File: src/rtl/eerd_pkg.sv
package eerd_pkg;

    // Command preamble: start bit then the two read opcode bits, sent left first
    localparam int          CMD_W    = 3;
    localparam logic [2:0]  CMD_READ = 3'b110;

    typedef enum logic {
        CTL_IDLE = 1'b0,
        CTL_RUN  = 1'b1
    } ctl_state_e;

    // Index of the final line state of one read frame:
    // 1 preamble + 2 per header bit + 2 per data period + 4 closing states, minus 1
    function automatic int eerd_last_step(input int addr_w, input int data_w);
        return 2 * (CMD_W + addr_w) + 2 * (data_w + 1) + 4;
    endfunction

endpackage

File: src/rtl/eerd_pace.sv
// Line-state timer: holds each state HALF_CYC cycles, then polls busy a bounded number of times
module eerd_pace #(
    parameter int HALF_CYC   = 4,
    parameter int POLL_LIMIT = 200
) (
    input  logic clk,
    input  logic rst_n,
    input  logic kick_i,
    input  logic busy_i,
    output logic ready_o
);
    localparam int POLL_W = (POLL_LIMIT > 1) ? $clog2(POLL_LIMIT + 1) : 1;
    localparam int CNT_W  = (HALF_CYC > 1) ? $clog2(HALF_CYC + 1) : 1;

    typedef struct packed {
        logic              active;
        logic [POLL_W-1:0] poll;
    } pace_t;

    pace_t pace_d, pace_q;
    logic  half_done;
    logic  poll_last;

    generate
        if (HALF_CYC <= 1) begin : g_no_half
            assign half_done = 1'b1;
        end else begin : g_half
            logic [CNT_W-1:0] cnt_d, cnt_q;
            always_comb begin
                cnt_d = cnt_q;
                if (kick_i) begin
                    cnt_d = '0;
                end else if (pace_q.active && !half_done) begin
                    cnt_d = cnt_q + CNT_W'(1);
                end
            end
            always_ff @(posedge clk or negedge rst_n) begin
                if (!rst_n) cnt_q <= '0;
                else        cnt_q <= cnt_d;
            end
            assign half_done = (cnt_q == CNT_W'(HALF_CYC - 1));
        end
    endgenerate

    assign poll_last = (pace_q.poll == POLL_W'(POLL_LIMIT - 1));
    assign ready_o   = pace_q.active && half_done && (!busy_i || poll_last);

    always_comb begin
        pace_d = pace_q;
        if (kick_i) begin
            pace_d.active = 1'b1;
            pace_d.poll   = '0;
        end else if (ready_o) begin
            pace_d.active = 1'b0;
        end else if (pace_q.active && half_done) begin
            pace_d.poll = pace_q.poll + POLL_W'(1);
        end
    end

    always_ff @(posedge clk or negedge rst_n) begin
        if (!rst_n) pace_q <= '0;
        else        pace_q <= pace_d;
    end

endmodule

File: src/rtl/eerd_lines.sv
// Decodes a frame step index into the three serial lines and a capture strobe
module eerd_lines
    import eerd_pkg::*;
#(
    parameter int ADDR_W = 8,
    parameter int DATA_W = 16,
    parameter int STEP_W = 6
) (
    input  logic [STEP_W-1:0] step_i,
    input  logic [ADDR_W-1:0] addr_i,
    output logic              cs_o,
    output logic              sk_o,
    output logic              do_o,
    output logic              cap_o
);
    localparam int OUT_BITS  = CMD_W + ADDR_W;
    localparam int HDR_LAST  = 2 * OUT_BITS;
    localparam int DAT_FIRST = HDR_LAST + 1;
    localparam int DAT_LAST  = HDR_LAST + 2 * (DATA_W + 1);
    localparam int TAIL_SEL  = DAT_LAST + 1;   // select drops, clock low
    localparam int TAIL_SK   = DAT_LAST + 2;   // lone clock pulse with select low

    logic [OUT_BITS-1:0] frame;
    assign frame = {CMD_READ, addr_i};

    always_comb begin
        int s;
        int k;
        s     = int'(step_i);
        k     = 0;
        cs_o  = 1'b0;
        sk_o  = 1'b0;
        do_o  = 1'b0;
        cap_o = 1'b0;
        if (s == 0) begin
            cs_o = 1'b1;
            sk_o = 1'b1;
        end else if (s <= HDR_LAST) begin
            k    = s - 1;
            cs_o = 1'b1;
            sk_o = (k % 2) == 1;
            do_o = frame[OUT_BITS - 1 - (k / 2)];
        end else if (s <= DAT_LAST) begin
            k     = s - DAT_FIRST;
            cs_o  = 1'b1;
            sk_o  = (k % 2) == 1;
            cap_o = (k % 2) == 1;
        end else if (s == TAIL_SK) begin
            sk_o = 1'b1;
        end else if (s == TAIL_SEL) begin
            sk_o = 1'b0;
        end
    end

endmodule

File: src/rtl/eeprom_id_reader.sv
module eeprom_id_reader
    import eerd_pkg::*;
#(
    parameter int ADDR_W     = 8,
    parameter int DATA_W     = 16,
    parameter int ID_WORDS   = 4,
    parameter int ID_BASE    = 'h10,
    parameter int HALF_CYC   = 4,
    parameter int POLL_LIMIT = 200
) (
    input  logic                       clk,
    input  logic                       rst_n,
    input  logic                       start_i,
    input  logic                       mode_i,
    input  logic [ADDR_W-1:0]          addr_i,
    input  logic                       ee_busy_i,
    input  logic                       ee_din_i,
    output logic                       ee_cs_o,
    output logic                       ee_sk_o,
    output logic                       ee_do_o,
    output logic [DATA_W-1:0]          word_o,
    output logic [DATA_W*ID_WORDS-1:0] id_o,
    output logic                       done_o
);
    localparam int LAST   = eerd_last_step(ADDR_W, DATA_W);
    localparam int STEP_W = $clog2(LAST + 1);
    localparam int WIDX_W = (ID_WORDS > 1) ? $clog2(ID_WORDS) : 1;
    localparam int ID_W   = DATA_W * ID_WORDS;
    localparam int ACC_W  = DATA_W * (ID_WORDS - 1);

    typedef struct packed {
        ctl_state_e        st;
        logic [STEP_W-1:0] step;
        logic [WIDX_W-1:0] widx;
        logic              mode;
        logic [ADDR_W-1:0] addr;
        logic [DATA_W-1:0] shreg;
        logic [ACC_W-1:0]  acc;
        logic [DATA_W-1:0] word;
        logic [ID_W-1:0]   id;
        logic              done;
        logic              cs;
        logic              sk;
        logic              dout;
    } ctl_t;

    ctl_t ctl_d, ctl_q;

    logic              accept, step_end, at_last, more_words, kick;
    logic [STEP_W-1:0] nxt_step;
    logic [ADDR_W-1:0] nxt_addr;
    logic              ln_cs, ln_sk, ln_do, ln_cap;
    logic              ready;
    logic [ID_W-1:0]   joined;

    // Which step comes next, and for which address
    always_comb begin
        accept     = (ctl_q.st == CTL_IDLE) && start_i;
        step_end   = (ctl_q.st == CTL_RUN) && ready;
        at_last    = (ctl_q.step == STEP_W'(LAST));
        more_words = ctl_q.mode && (ctl_q.widx != WIDX_W'(ID_WORDS - 1));
        kick       = accept || (step_end && (!at_last || more_words));
        if (accept || at_last) nxt_step = '0;
        else                   nxt_step = ctl_q.step + STEP_W'(1);
        if (accept)            nxt_addr = mode_i ? ADDR_W'(ID_BASE) : addr_i;
        else if (at_last)      nxt_addr = ctl_q.addr + ADDR_W'(1);
        else                   nxt_addr = ctl_q.addr;
    end

    eerd_lines #(
        .ADDR_W (ADDR_W),
        .DATA_W (DATA_W),
        .STEP_W (STEP_W)
    ) u_lines (
        .step_i (nxt_step),
        .addr_i (nxt_addr),
        .cs_o   (ln_cs),
        .sk_o   (ln_sk),
        .do_o   (ln_do),
        .cap_o  (ln_cap)
    );

    eerd_pace #(
        .HALF_CYC   (HALF_CYC),
        .POLL_LIMIT (POLL_LIMIT)
    ) u_pace (
        .clk     (clk),
        .rst_n   (rst_n),
        .kick_i  (kick),
        .busy_i  (ee_busy_i),
        .ready_o (ready)
    );

    assign joined = {ctl_q.acc, ctl_q.shreg};

    always_comb begin
        ctl_d      = ctl_q;
        ctl_d.done = 1'b0;
        if (accept) begin
            ctl_d.st   = CTL_RUN;
            ctl_d.step = nxt_step;
            ctl_d.widx = '0;
            ctl_d.mode = mode_i;
            ctl_d.addr = nxt_addr;
            ctl_d.cs   = ln_cs;
            ctl_d.sk   = ln_sk;
            ctl_d.dout = ln_do;
        end else if (step_end) begin
            if (!at_last) begin
                ctl_d.step = nxt_step;
                ctl_d.cs   = ln_cs;
                ctl_d.sk   = ln_sk;
                ctl_d.dout = ln_do;
                if (ln_cap) begin
                    ctl_d.shreg = {ctl_q.shreg[DATA_W-2:0], ee_din_i};
                end
            end else if (more_words) begin
                ctl_d.acc  = joined[ACC_W-1:0];
                ctl_d.widx = ctl_q.widx + WIDX_W'(1);
                ctl_d.addr = nxt_addr;
                ctl_d.step = nxt_step;
                ctl_d.cs   = ln_cs;
                ctl_d.sk   = ln_sk;
                ctl_d.dout = ln_do;
            end else begin
                ctl_d.st   = CTL_IDLE;
                ctl_d.done = 1'b1;
                ctl_d.word = ctl_q.shreg;
                if (ctl_q.mode) ctl_d.id = joined;
                ctl_d.cs   = 1'b0;
                ctl_d.sk   = 1'b0;
                ctl_d.dout = 1'b0;
            end
        end
    end

    always_ff @(posedge clk or negedge rst_n) begin
        if (!rst_n) ctl_q <= '0;
        else        ctl_q <= ctl_d;
    end

    assign ee_cs_o = ctl_q.cs;
    assign ee_sk_o = ctl_q.sk;
    assign ee_do_o = ctl_q.dout;
    assign word_o  = ctl_q.word;
    assign id_o    = ctl_q.id;
    assign done_o  = ctl_q.done;

endmodule

File: config.mk
export PLATFORM = sky130hd
export DESIGN_NAME = eeprom_id_reader
export DESIGN_NICKNAME = d
export VERILOG_FILES = /design/src/rtl/eerd_pkg.sv /design/src/rtl/eerd_pace.sv /design/src/rtl/eerd_lines.sv /design/src/rtl/eeprom_id_reader.sv
export SDC_FILE = /design/constraint.sdc
export NUM_CORES = 1
export LEC_CHECK = 0
export ABC_CLOCK_PERIOD_IN_PS = 6800
export BUFFER_PORTS_ARGS = -buffer_cell sky130_fd_sc_hd__buf_2
export CAP_MARGIN = 25
export CELL_PAD_IN_SITES_DETAIL_PLACEMENT = 1
export CELL_PAD_IN_SITES_GLOBAL_PLACEMENT = 2
export CORE_MARGIN = 5
export CORE_UTILIZATION = 42
export CTS_CLUSTER_DIAMETER = 200
export DETAILED_ROUTE_END_ITERATION = 8
export PLACE_DENSITY_LB_ADDON = 0.05
export SYNTH_ARGS = -nofsm -noshare
export SYNTH_HDL_FRONTEND = slang
export SYNTH_HIERARCHICAL = 1
export SYNTH_SLANG_ARGS = --single-unit
File: constraint.sdc
create_clock -name clk -period 6.8 [get_ports clk]
set_clock_uncertainty 0.15 [all_clocks]
set_input_delay 0.34 -clock clk [delete_from_list [all_inputs] [get_ports clk]]
set_output_delay 0.34 -clock clk [all_outputs]
set_load 0.01 [all_outputs]
======== Yosys cells after proc, flatten, opt, wreduce, memory -nomap -nowiden ========
Cells that the tools add are included.
cells by class
  add/subtract/negate cells ............... 9
  multipliers ............................. 0
  divide/modulo/power cells ............... 0
  order comparisons ....................... 3
  eq/ne operators ......................... 10
  shifts and indexed selects .............. 0
  muxes and demuxes ....................... 46
  bitwise gates (word level) .............. 6
  reductions and logical operators ........ 29
operators by type and width
  operator                 number
  $mux W156                1
  $mux W129                1
  $mux W81                 1
  $mux W8                  9
  $mux W64                 1
  $mux W48                 1
  $add A32 B1 Y32          1
  $lt A32 B6 Y1 const B    1
  $mux W16                 2
  $sub A5 B32 Y32 const A  1
  $mux W9                  3
  $mux W1                  18
  $add A8 B1 Y8 const B    2
  $mux W3                  5
  $mux W6                  2
  $reduce_and A4 Y1        3
  $reduce_bool A2 Y1       6
  $eq A8 B8 Y1 const B     1
  $logic_and A1 B1 Y1      7
  $sub A6 B1 Y7 const B    1
  $sub A6 B5 Y7 const B    1
  $add A6 B1 Y6 const B    1
  $eq A6 B4 Y1 const B     1
  $eq A6 B6 Y1 const B     1
  18 further kinds         32
word-level totals
  bits in registers ....................... 178
  latch bits .............................. 0
  memory bits (writable) .................. 0
  memory bits (read-only) ................. 0
  input bits .............................. 14
  output and inout bits ................... 84
  logic and storage cells ................. 119
  memories ................................ 0

======== Logic depth before layout (Yosys ltp) ========
Gate-level depths: netlist (run 1).
  word-level depth ........................ 17
  mapped depth ............................ 19
  depth with buffers taken out ............ 18

======== Modules after synthesis ========
The synthesis (run 1) kept the hierarchy.
modules (own cells, without submodules)
  module            times used  cells an instance  area each (um^2)  sequential area each (um^2)
  eeprom_id_reader  1           652                7,407.1           4,154.0
  eerd_pace         1           63                 653.1             300.3
  eerd_lines        1           43                 376.6             0.0

======== Worst setup path before layout (run 1) ========
No wires, ideal clock.
  kind .................................... flip-flop to flip-flop
  from .................................... register ctl_q[159] (netlist name)
  to ...................................... register ctl_q (netlist bit ee_do_o)
  setup time .............................. 122 ps
  data arrival time ....................... 3,613 ps
  slack ................................... 2,915 ps
  cell stages (with the launch flop) ...... 19
  path buffers ............................ 1
  clock period less this slack ............ 3,885 ps
  cells stage by stage .................... dfrtp_1 inv_1 ha_1 and2_1 buf_2 nand2_4 nand2_1 nor2_1 inv_1 ha_1 xor2_1 ha_1 inv_1 fa_1 mux4_2 mux2i_1 mux2_1 a311oi_2 a32o_1
between the ends
  word-level cells in the longest chain between the ends .. 16
RTL lines
  item                                                                      line                     RTL
  start: declaration                                                        eeprom_id_reader.sv:47   ctl_t ctl_d, ctl_q;
  start signal: assignment                                                  eeprom_id_reader.sv:139  else ctl_q <= ctl_d;
  parallel branches: the longest is 11 deep, another holds $add A32 B1 Y32  --
  $mux W1 (*)                                                               eerd_lines.sv:35         if (s == 0) begin
  via ln_do                                                                 eeprom_id_reader.sv:52   logic ln_cs, ln_sk, ln_do, ln_cap;
  $mux W3                                                                   eeprom_id_reader.sv:117  end else if (more_words) begin
  $mux W3                                                                   eeprom_id_reader.sv:109  if (!at_last) begin
  $mux W156                                                                 eeprom_id_reader.sv:108  end else if (step_end) begin
  $mux W3 (*)                                                               eeprom_id_reader.sv:99   if (accept) begin
Mark *: on every way through the listed nets, which the timed path passes. The select of a mux whose other input is x is not followed.
A chain may end at the register's enable or synchronous reset.

======== Final worst setup path (run 1) ========
Same ends and word-level chain as after synthesis.

==> results.ini, run 1 <==
[drt]
first_iter_violations = 198
num_vias = 5346
dr.pass1.iters = 7
wl_um = 19100
viasPerCell = 5.08
detail-route-antenna-nets = 0
route.detailed.drc = 0
wl_per_cell_um = 18.2

[grt]
grt_max_degree = 103
antenna_found_initial = 0
grt_pass1_wl_um = 31400
gr-total-overflow = 0
grt_pass1_vias = 5812
grtUsageTotal_pct = 17.5

[clock_tree]
cts_max_level = 4
cts_made_buffers = 17
post_cts_buffers = 0
cts_root_buf = clkbuf_16
clock_latency_ps = 430
cts.sinks = 178
cts.clk_slew.worst_paths_ps = 70
cts_resized = 0
cts_tree = yes
clk_path_buf_depth = 2

[hold_path]
holdCritPathClass = input pin to flip-flop
hold_start = addr_i[4]
hold-path-endpoint = ctl_q[152]
holdPathStages = 3

[setup_path]
critPathKind = flip-flop to flip-flop
cpMaxStageDelayCell = fa_1
r2r_end = ee_do_o
crit_path_end_kind = flip-flop
timing.rr.start = ctl_q[159]
cp.arrival_ps = 4610
slowest_delay_ps = 540
cp_max_fo = 8
crit_chain = inv_1 -> ha_1 -> and2_1 -> nand2_4 -> nand2_1 -> nor2_1 -> inv_1 -> ha_1 -> xor2_1 -> ha_1 -> inv_1 -> fa_1 -> mux4_1 -> mux2i_1 -> mux2_1 -> a311oi_2 -> a32o_1
crit_buf_inv = 3
r2r_slack_ps = 2340
startpoint_type = flip-flop
reg2regPathDepth = 17
crit_required_ps = 6960
cp_top_family = adder cells

[placement]
port_buffers = 97
place.gp.congestion = 0.815
place_ws_ps = 2370
dpl.cell_count = 1016
dpl.hpwl_um = 13000

[final_layout]
areaGrowthSynthToFinish_pct = 9.45
final_common_cell = dfrtp_1
nets = 803
n_antenna_cell = 0
drive_gt1_share_pct = 30.9
layout_common_cells = dfrtp_1 (178), nand2_1 (162), buf_2 (96)
final_cells = 1052

[sta]
maxSlewViolCount = 0
rsz0062_at_grt = no
hold_viol_final = 0
worstMarginPinSlew_ps = 864
fin_tns_setup_ps = 0
setup_viol = 0
max_freq_mhz = 224
finalCritPeriodShare_pct = 65.5
slew_headroom_pct = 42.4
fin_crit_ps = 4460
fin_ws_ps = 2340

[synthesis]
ys.flop_type = dfrtp_1
syn_inst = 758
synth-warning-count = 6
syn_avg_cell_area_sq_um = 11.1
synth_top_area_share_pct = 52.8
syn_area_sq_um = 8440
synth_edf_count = 0
synth_top_area_cell = dfrtp_1
ys_top_cells_by_area = dfrtp_1 (53%), mux2_2 (12%), buf_4 (7.3%)
synthArstFlopShare_pct = 100
synth_cell_types = 60
ys_seq_area_share_pct = 52.8
synth_nets = 786
synth_seq_cells = 178

[pwr]
swShare_pct = 28.6
power.clock.fraction_pct = 38.0
p_leak_nw = 4.89
pwr-share-comb_pct = 19.5
irDropWorstVdd_mv = 0.162
pwr-share-seq_pct = 42.4
switching_power_mw = 0.778
power_density_nw_per_um2 = 295
power.internal_mw = 1.94

[die]
die_w_um = 152
die_h_um = 152
core_sq_um = 19600
dieArea_sq_um = 23000
ios = 98
start_util_pct = 43.1
std_cell_rows = 51

[run]
cap_violations = 0

[status]
outcome = finished clean

final cells by class:
| class | count | area (sq um) |
|---|---|---|
| fill | 2154 | 10400 |
| sequential | 178 | 4450 |
| multi-input combinational | 460 | 3180 |
| timing repair buffer | 108 | 612 |
| clock buffer | 17 | 425 |
| tap | 265 | 332 |
| clock inverter | 14 | 189 |
| inverter | 10 | 37.5 |
per-stage QoR:
stage               power (mW)  area [sq um]  util (%)  hold slack (ps)
global placement          1.65          8550      43.6              306
CTS                       2.75          9190      46.9             34.3
finish                    2.72          9230      47.1             57.1
global route              2.86          9230      47.1             72.7
detailed placement        1.70          8550      43.6              310
floorplan                 1.55          8440         -             -106
routing by layer:
metal  up-vias  global-route usage (%)  routed length, um
li1       2525                       -                  -
met1      2713                    24.5               9310
met2        94                    27.4               8800
met3        14                    4.07                835
met4         0                    4.67                182
met5         -                       0                  0
cells by family (layout without fill, tap and decap cells):
| group | after synthesis | after routing | synth area share, % |
|---|---|---|---|
| adder cells (fa/ha/maj) | 14 | 14 | 2.17 |
| buffers and inverters | 120 | 149 | 9.60 |
| XOR/XNOR | 24 | 24 | 2.49 |
| flip-flops | 178 | 178 | 52.8 |
| multiplexers | 105 | 105 | 14.3 |
| AO/OA/AOI/OAI | 58 | 58 | 4.63 |
| AND/OR/NAND/NOR | 259 | 259 | 14.0 |
worst min-delay path, stage by stage:
cell	delay, ps
buf_2	80
nor3_1	70
a21oi_1	110
state kept, by name, summed over array words and instances (netlist names):
signal	cells
ctl_q	82
id_o	64
word_o	16
u_pace/pace_q	9
u_pace/g_half.cnt_q	3
done_o	1
ee_cs_o	1
ee_do_o	1
ee_sk_o	1
Yosys cell counts, types with 4 or more instances:
master and instances:
nor2_1 26, ha_1 13, buf_2 4, clkbuf_1 17, nor3_1 10, mux2i_1 4
a31oi_1 4, buf_4 82, mux2_2 91, o21ai_0 8, a21oi_1 22, mux2_1 7
nand4_1 6, nor2b_1 5, xor2_1 11, inv_1 10, nand2b_1 4, buf_6 6
dfrtp_1 178, or3_1 4, nand3_1 19, xnor2_1 13, nand2_1 162
power by group through the flow:
| stage | sequential (mW) | clock [mW] | combinational [mW] |
|---|---|---|---|
| 3_3_place_gp | 1.17 | 0 | 0.485 |
| 2_1_floorplan | 1.16 | 0 | 0.390 |
| 6_report | 1.15 | 1.03 | 0.531 |
| 4_1_cts | 1.15 | 1.06 | 0.533 |
| 5_1_grt | 1.16 | 1.11 | 0.588 |
| 3_5_place_dp | 1.17 | 0 | 0.526 |
how the worst max path moves through the flow:
| stage | from | endpoint | cells after the start |
|---|---|---|---|
| after floorplan | ctl_q[159] | ee_do_o | 18 |
| after global placement | ctl_q[159] | ee_do_o | 17 |
| after detailed placement | ctl_q[159] | ee_do_o | 17 |
| after CTS | ctl_q[159] | ee_do_o | 17 |
| after global routing | ctl_q[159] | ee_do_o | 17 |
| final | ctl_q[159] | ee_do_o | 17 |
what timing repair did:
action / 4_1_cts / 5_1_grt
hold buffers: 3 / 0
endpoints found under the setup margin: 0 / 0
hold endpoints to repair: 103 / 0
(Power assumes the default switching activity.)
==> run 2: changes to the inputs <==
--- a/config.mk
+++ b/config.mk
@@ -5,13 +5,14 @@
 export SDC_FILE = /design/constraint.sdc
 export NUM_CORES = 1
 export LEC_CHECK = 0
-export ABC_CLOCK_PERIOD_IN_PS = 6800
+export ABC_AREA = 1
+export ABC_CLOCK_PERIOD_IN_PS = 4400
 export BUFFER_PORTS_ARGS = -buffer_cell sky130_fd_sc_hd__buf_2
 export CAP_MARGIN = 25
 export CELL_PAD_IN_SITES_DETAIL_PLACEMENT = 1
 export CELL_PAD_IN_SITES_GLOBAL_PLACEMENT = 2
 export CORE_MARGIN = 5
-export CORE_UTILIZATION = 42
+export CORE_UTILIZATION = 36
 export CTS_CLUSTER_DIAMETER = 200
 export DETAILED_ROUTE_END_ITERATION = 8
 export PLACE_DENSITY_LB_ADDON = 0.05
==> constraint.sdc (replaced) <==
create_clock -name clk -period 4.4 [get_ports clk]
set_clock_uncertainty 0.15 [all_clocks]
set_input_delay 0.22 -clock clk [delete_from_list [all_inputs] [get_ports clk]]
set_output_delay 0.22 -clock clk [all_outputs]
set_load 0.01 [all_outputs]
==> results.ini, run 2 <==
[clock_tree]
post_cts_buffers = 0
clock_latency_ps = 430
cts_max_level = 4
cts_root_buf = clkbuf_16
cts.sinks = 178
cts.clk_slew.worst_paths_ps = 70
clk_path_buf_depth = 2
cts_tree = yes
cts_made_buffers = 17

[pwr]
power.clock.fraction_pct = 32.9
power.internal_mw = 2.95
swShare_pct = 35.4
fin_total_pwr_mw = 4.56
pwr-share-seq_pct = 40.1
p_leak_nw = 4.83
pwr-share-comb_pct = 27.0
irDropWorstVdd_mv = 0.320
switching_power_mw = 1.61
power_density_nw_per_um2 = 491

[synthesis]
synth-warning-count = 6
synth_cell_types = 32
syn_avg_cell_area_sq_um = 8.70
syn_inst = 969
yosys-top-cells-count = nand2_1 (270), dfrtp_1 (178), inv_1 (95), buf_4 (85)
synth_top_area_cell = dfrtp_1
ys_top_cells_by_area = dfrtp_1 (53%), nand2_1 (12%), buf_4 (7.6%)
ys_seq_area_share_pct = 52.8
synthArstFlopShare_pct = 100
synth_most_common_cell = nand2_1
synth_top_area_share_pct = 52.8
syn_area_sq_um = 8430
synth_edf_count = 0
ys.flop_type = dfrtp_1
synth_seq_cells = 178
synth_nets = 997

[placement]
port_buffers = 97
place.gp.congestion = 0.797
dpl-instance-area_sq_um = 8610
dpl.hpwl_um = 14500

[setup_path]
startpoint_type = flip-flop
cp.arrival_ps = 4180
cp_max_fo = 13
crit_path_end_kind = flip-flop
critPathKind = flip-flop to flip-flop
crit_required_ps = 4620

[sta]
fin_crit_ps = 3960
finalCritPeriodShare_pct = 90.1
worstMarginPinSlew_ps = 740
fin_tns_setup_ps = 0
maxSlewViolCount = 0
slew_headroom_pct = 50.7
rsz0062_at_grt = no
max_freq_mhz = 252
setup_viol = 0
hold_viol_final = 0

[drt]
first_iter_violations = 234
detail-route-antenna-nets = 0
dr.pass1.iters = 4
viasPerCell = 4.58
wl_per_cell_um = 15.1
wl_um = 19900
route.detailed.drc = 0
num_vias = 6033

[die]
die_w_um = 163
start_util_pct = 36.3
core_sq_um = 23300
ios = 98
std_cell_rows = 56
die_h_um = 163
dieArea_sq_um = 26600

[final_layout]
finish.instance_area_sq_um = 9280
nets = 1013
final_common_cell = nand2_1
layout_common_cells = nand2_1 (270), dfrtp_1 (178), buf_2 (96)
drive_gt1_share_pct = 17.6
largest_register_ffs = 82
areaGrowthSynthToFinish_pct = 10.0
regMostFlops = ctl_q
final_util_pct = 39.9
n_antenna_cell = 0

[hold_path]
holdCritPathClass = input pin to flip-flop

[grt]
grt_pass1_vias = 6563
antenna_found_initial = 0
gr-total-overflow = 0
grt_pass1_wl_um = 33600
grtUsageTotal_pct = 15.6
grt_max_degree = 117

[status]
outcome = finished clean

[run]
cap_violations = 0

==> run 2: changes by cell type in the layout (fill, tap and decap cells not counted), sizes merged, moves of 8 or more <==
cell    delta
nor3      -13
a21oi     -13
clkinv     +8
nand2    +114
inv       +92
nor2      +26
o21ai    +136
nand3     +28
xnor2     -12
mux2      -83
==> run 2: path summary, 6_finish.rpt <==
kind,startpoint,end,cells after the start,slack [ps]
max in group asynchronous,rst_n,ctl_q[85],4,2810
max,ctl_q[159],ee_do_o,22,440
min reg2reg,id_o[2],id_o[2],2,330
max reg2reg,ctl_q[159],ee_do_o,22,440
min,addr_i[1],ctl_q[149],5,20
min in group asynchronous,rst_n,u_pace/pace_q[2],2,30
==> run 2: worst max-delay path: stages, from the launching register on <==
cell	delay, ps
dfrtp_1	450
inv_1	110
ha_1	160
nand3_1	110
nor2_4	280
nor2_1	150
inv_1	200
nor2_2	90
inv_1	180
ha_1	250
nand2_1	80
nor2_2	150
nand3_1	120
ha_1	230
ha_1	180
inv_1	60
fa_1	450
nand3b_1	180
nand2_1	70
nor2_1	40
nor2_1	90
nand2_1	60
nand2_1	50
==> run 2: cell type report <==
| cell class | count | area [sq um] |
|---|---|---|
| flip-flops and latches | 178 | 4450 |
| clock buffers | 17 | 425 |
| inverters | 105 | 394 |
| multi-input cells | 573 | 2820 |
| fillers | 2784 | 14000 |
| well taps | 319 | 399 |
| repair buffers | 110 | 622 |
| clock inverters | 15 | 168 |
==> run 2: kinds of logic after synthesis <==
family                   synth area share, %
AND/OR/NAND/NOR                         18.9
buffers and inverters                   13.8
flip-flops                              52.8
AO/OA/AOI/OAI                           9.45
multiplexers                            2.31
adder cells (fa/ha/maj)                 2.17
XOR/XNOR                               0.519
==> run 2: layer usage <==
metal / vias up / share of wire [%] / global-route usage, %
li1: 3006 / - / -
met1: 2931 / 45 / 19.4
met2: 74 / 51 / 27.7
met3: 22 / 3.6 / 3.18
met4: 0 / 1.1 / 4.50
met5: - / 0 / 0
==> run 2: stage by stage <==
step,setup slack [ps],hold slack (ps),instances
floorplan,909,-226,969
global placement,676,262,1280
detailed placement,390,290,1280
CTS,361,2.71,1316
global route,55.1,40.2,1317
finish,436,17.9,1317
==> run 2: power by group through the flow <==
| stage | Sequential (mW) | Clock, mW | Combinational [mW] |
|---|---|---|---|
| 2_1_floorplan | 1.84 | 0 | 0.917 |
| 3_3_place_gp | 1.85 | 0 | 1.16 |
| 3_5_place_dp | 1.86 | 0 | 1.24 |
| 4_1_cts | 1.83 | 1.56 | 1.25 |
| 5_1_grt | 1.84 | 1.62 | 1.42 |
| 6_report | 1.83 | 1.50 | 1.23 |
==> run 2: timing repair <==
| item | in CTS | in global routing |
|---|---|---|
| setup endpoints to repair | 0 | 1 |
| hold buffers | 4 | 0 |
| gates resized for setup | 0 | 2 |
| endpoints found under the hold margin | 117 | 0 |
==> run 3: changes to the inputs <==
--- a/config.mk
+++ b/config.mk
@@ -13,6 +13,7 @@
 export CELL_PAD_IN_SITES_GLOBAL_PLACEMENT = 2
 export CORE_MARGIN = 5
 export CORE_UTILIZATION = 36
+export CTS_BUF_LIST = sky130_fd_sc_hd__clkbuf_16
 export CTS_CLUSTER_DIAMETER = 200
 export DETAILED_ROUTE_END_ITERATION = 8
 export PLACE_DENSITY_LB_ADDON = 0.05
==> constraint.sdc (replaced) <==
create_clock -name clk -period 4.4 [get_ports clk]
set_clock_uncertainty 0.15 [all_clocks]
set_input_delay 0 -clock clk [delete_from_list [all_inputs] [get_ports clk]]
set_output_delay 0 -clock clk [all_outputs]
set_load 0.01 [all_outputs]
==> results.ini, run 3 (synthesized netlist as in run 2, its figures left out) <==
[status]
outcome = finished clean

[grt]
grt_pass1_wl_um = 34700
gr-total-overflow = 0
grt_pass1_vias = 6799
antenna_found_initial = 0
grtUsageTotal_pct = 16.1
grt_max_degree = 113

[clock_tree]
clk_path_buf_depth = 2
clock_latency_ps = 430
cts_resized = 0
cts_tree = yes
hold_buffers = 16
post_cts_buffers = 0
cts.clk_slew.worst_paths_ps = 80
cts_made_buffers = 17
cts_root_buf = clkbuf_16
cts_max_level = 4
cts.sinks = 178

[pwr]
power.clock.fraction_pct = 33.6
fin_total_pwr_mw = 4.65
p_leak_nw = 4.87
pwr-share-comb_pct = 27.1
pwr-share-seq_pct = 39.3
power_density_nw_per_um2 = 495
irDropWorstVdd_mv = 0.367
swShare_pct = 35.3
power.internal_mw = 3.01
switching_power_mw = 1.64

[placement]
place_ws_ps = 432
dpl.hpwl_um = 14500
place.gp.congestion = 0.812
port_buffers = 97
dpl.cell_count = 1279
dpl-instance-area_sq_um = 8620

[drt]
dr.pass1.iters = 4
wl_per_cell_um = 15.4
num_vias = 6163
detail-route-antenna-nets = 0
viasPerCell = 4.64
wl_um = 20400
first_iter_violations = 336
route.detailed.drc = 0

[final_layout]
nets = 1023
areaGrowthSynthToFinish_pct = 11.3
regMostFlops = ctl_q
drive_gt1_share_pct = 17.1
layout_common_cells = nand2_1 (270), dfrtp_1 (178), buf_2 (96)
final_util_pct = 40.4
n_antenna_cell = 0
final_cells = 1327
final_common_cell = nand2_1
largest_register_ffs = 82
finish.instance_area_sq_um = 9390

[setup_path]
r2r_slack_ps = 390
cp.arrival_ps = 4230
timing.rr.start = ctl_q[159]
crit_path_end_kind = flip-flop
crit_required_ps = 4620
startpoint_type = flip-flop
reg2regPathDepth = 27
critPathKind = flip-flop to flip-flop
cp_max_fo = 13
r2r_end = ee_do_o

[sta]
hold_viol_final = 0
slew_headroom_pct = 42.2
finalCritPeriodShare_pct = 91.1
fin_hold_ws_ps = 64.8
fin_ws_ps = 390
rsz0062_at_grt = no
worstMarginPinSlew_ps = 866
max_freq_mhz = 249
maxSlewViolCount = 0
setup_viol = 0
fin_crit_ps = 4010
fin_tns_setup_ps = 0

[die]
dieArea_sq_um = 26600
ios = 98
start_util_pct = 36.3
core_sq_um = 23300
std_cell_rows = 56
die_h_um = 163
die_w_um = 163

[hold_path]
holdCritPathClass = input pin to asynchronous set/reset pin

[run]
cap_violations = 0

==> run 3: critical path: stages (launching register included) <==
cell and delay, ps:
dfrtp_1 430, inv_1 80, ha_1 220, nand3_1 130, nor2_4 100, nor2_1 230, inv_1 150, nor2_1 260
inv_1 180, ha_1 280, nand2_1 100, nor2_2 50, nand3_1 90, ha_1 160, ha_1 140, inv_1 50
fa_1 410, nand2_1 110, inv_1 50, nor2_1 80, nand2_1 50, nand2_1 70, inv_1 60, nand2_1 50
nor2_1 40, nor2_1 100, nand2_1 60, nand2_1 60
==> run 3: how the worst max path moves through the flow <==
stage                   end       start  cells after the start  slack [ps]
floorplan           ee_do_o  ctl_q[159]                     28         910
CTS                 ee_do_o  ctl_q[159]                     27         360
detailed placement  ee_do_o  ctl_q[159]                     27         430
global route        ee_do_o  ctl_q[159]                     27          40
global placement    ee_do_o  ctl_q[159]                     27         660
finish              ee_do_o  ctl_q[159]                     27         390
==> run 3: final cells by class <==
type | instances | area, sq um
Clock inverter | 15 | 184
Timing Repair Buffer | 120 | 719
Tap cell | 319 | 399
Clock buffer | 17 | 425
Inverter | 105 | 394
Sequential cell | 178 | 4450
Multi-Input combinational cell | 573 | 2810
Fill cell | 2796 | 13900
==> run 3: routing by layer <==
metal  up-vias  GRT usage, %  wire length [um]  share of wire, %
li1       3030             -                 -                 -
met1      3032          20.3              9110                45
met2        80          28.0             10300                51
met3        21          3.41               671               3.3
met4         0          4.73               294               1.4
met5         -             0                 0                 0
==> run 3: power by group through the flow <==
stage / combinational [mW] / sequential (mW) / clock [mW]
floorplan: 0.917 / 1.84 / 0
global placement: 1.16 / 1.85 / 0
detailed placement: 1.25 / 1.86 / 0
CTS: 1.27 / 1.83 / 1.61
global route: 1.46 / 1.84 / 1.68
finish: 1.26 / 1.83 / 1.56
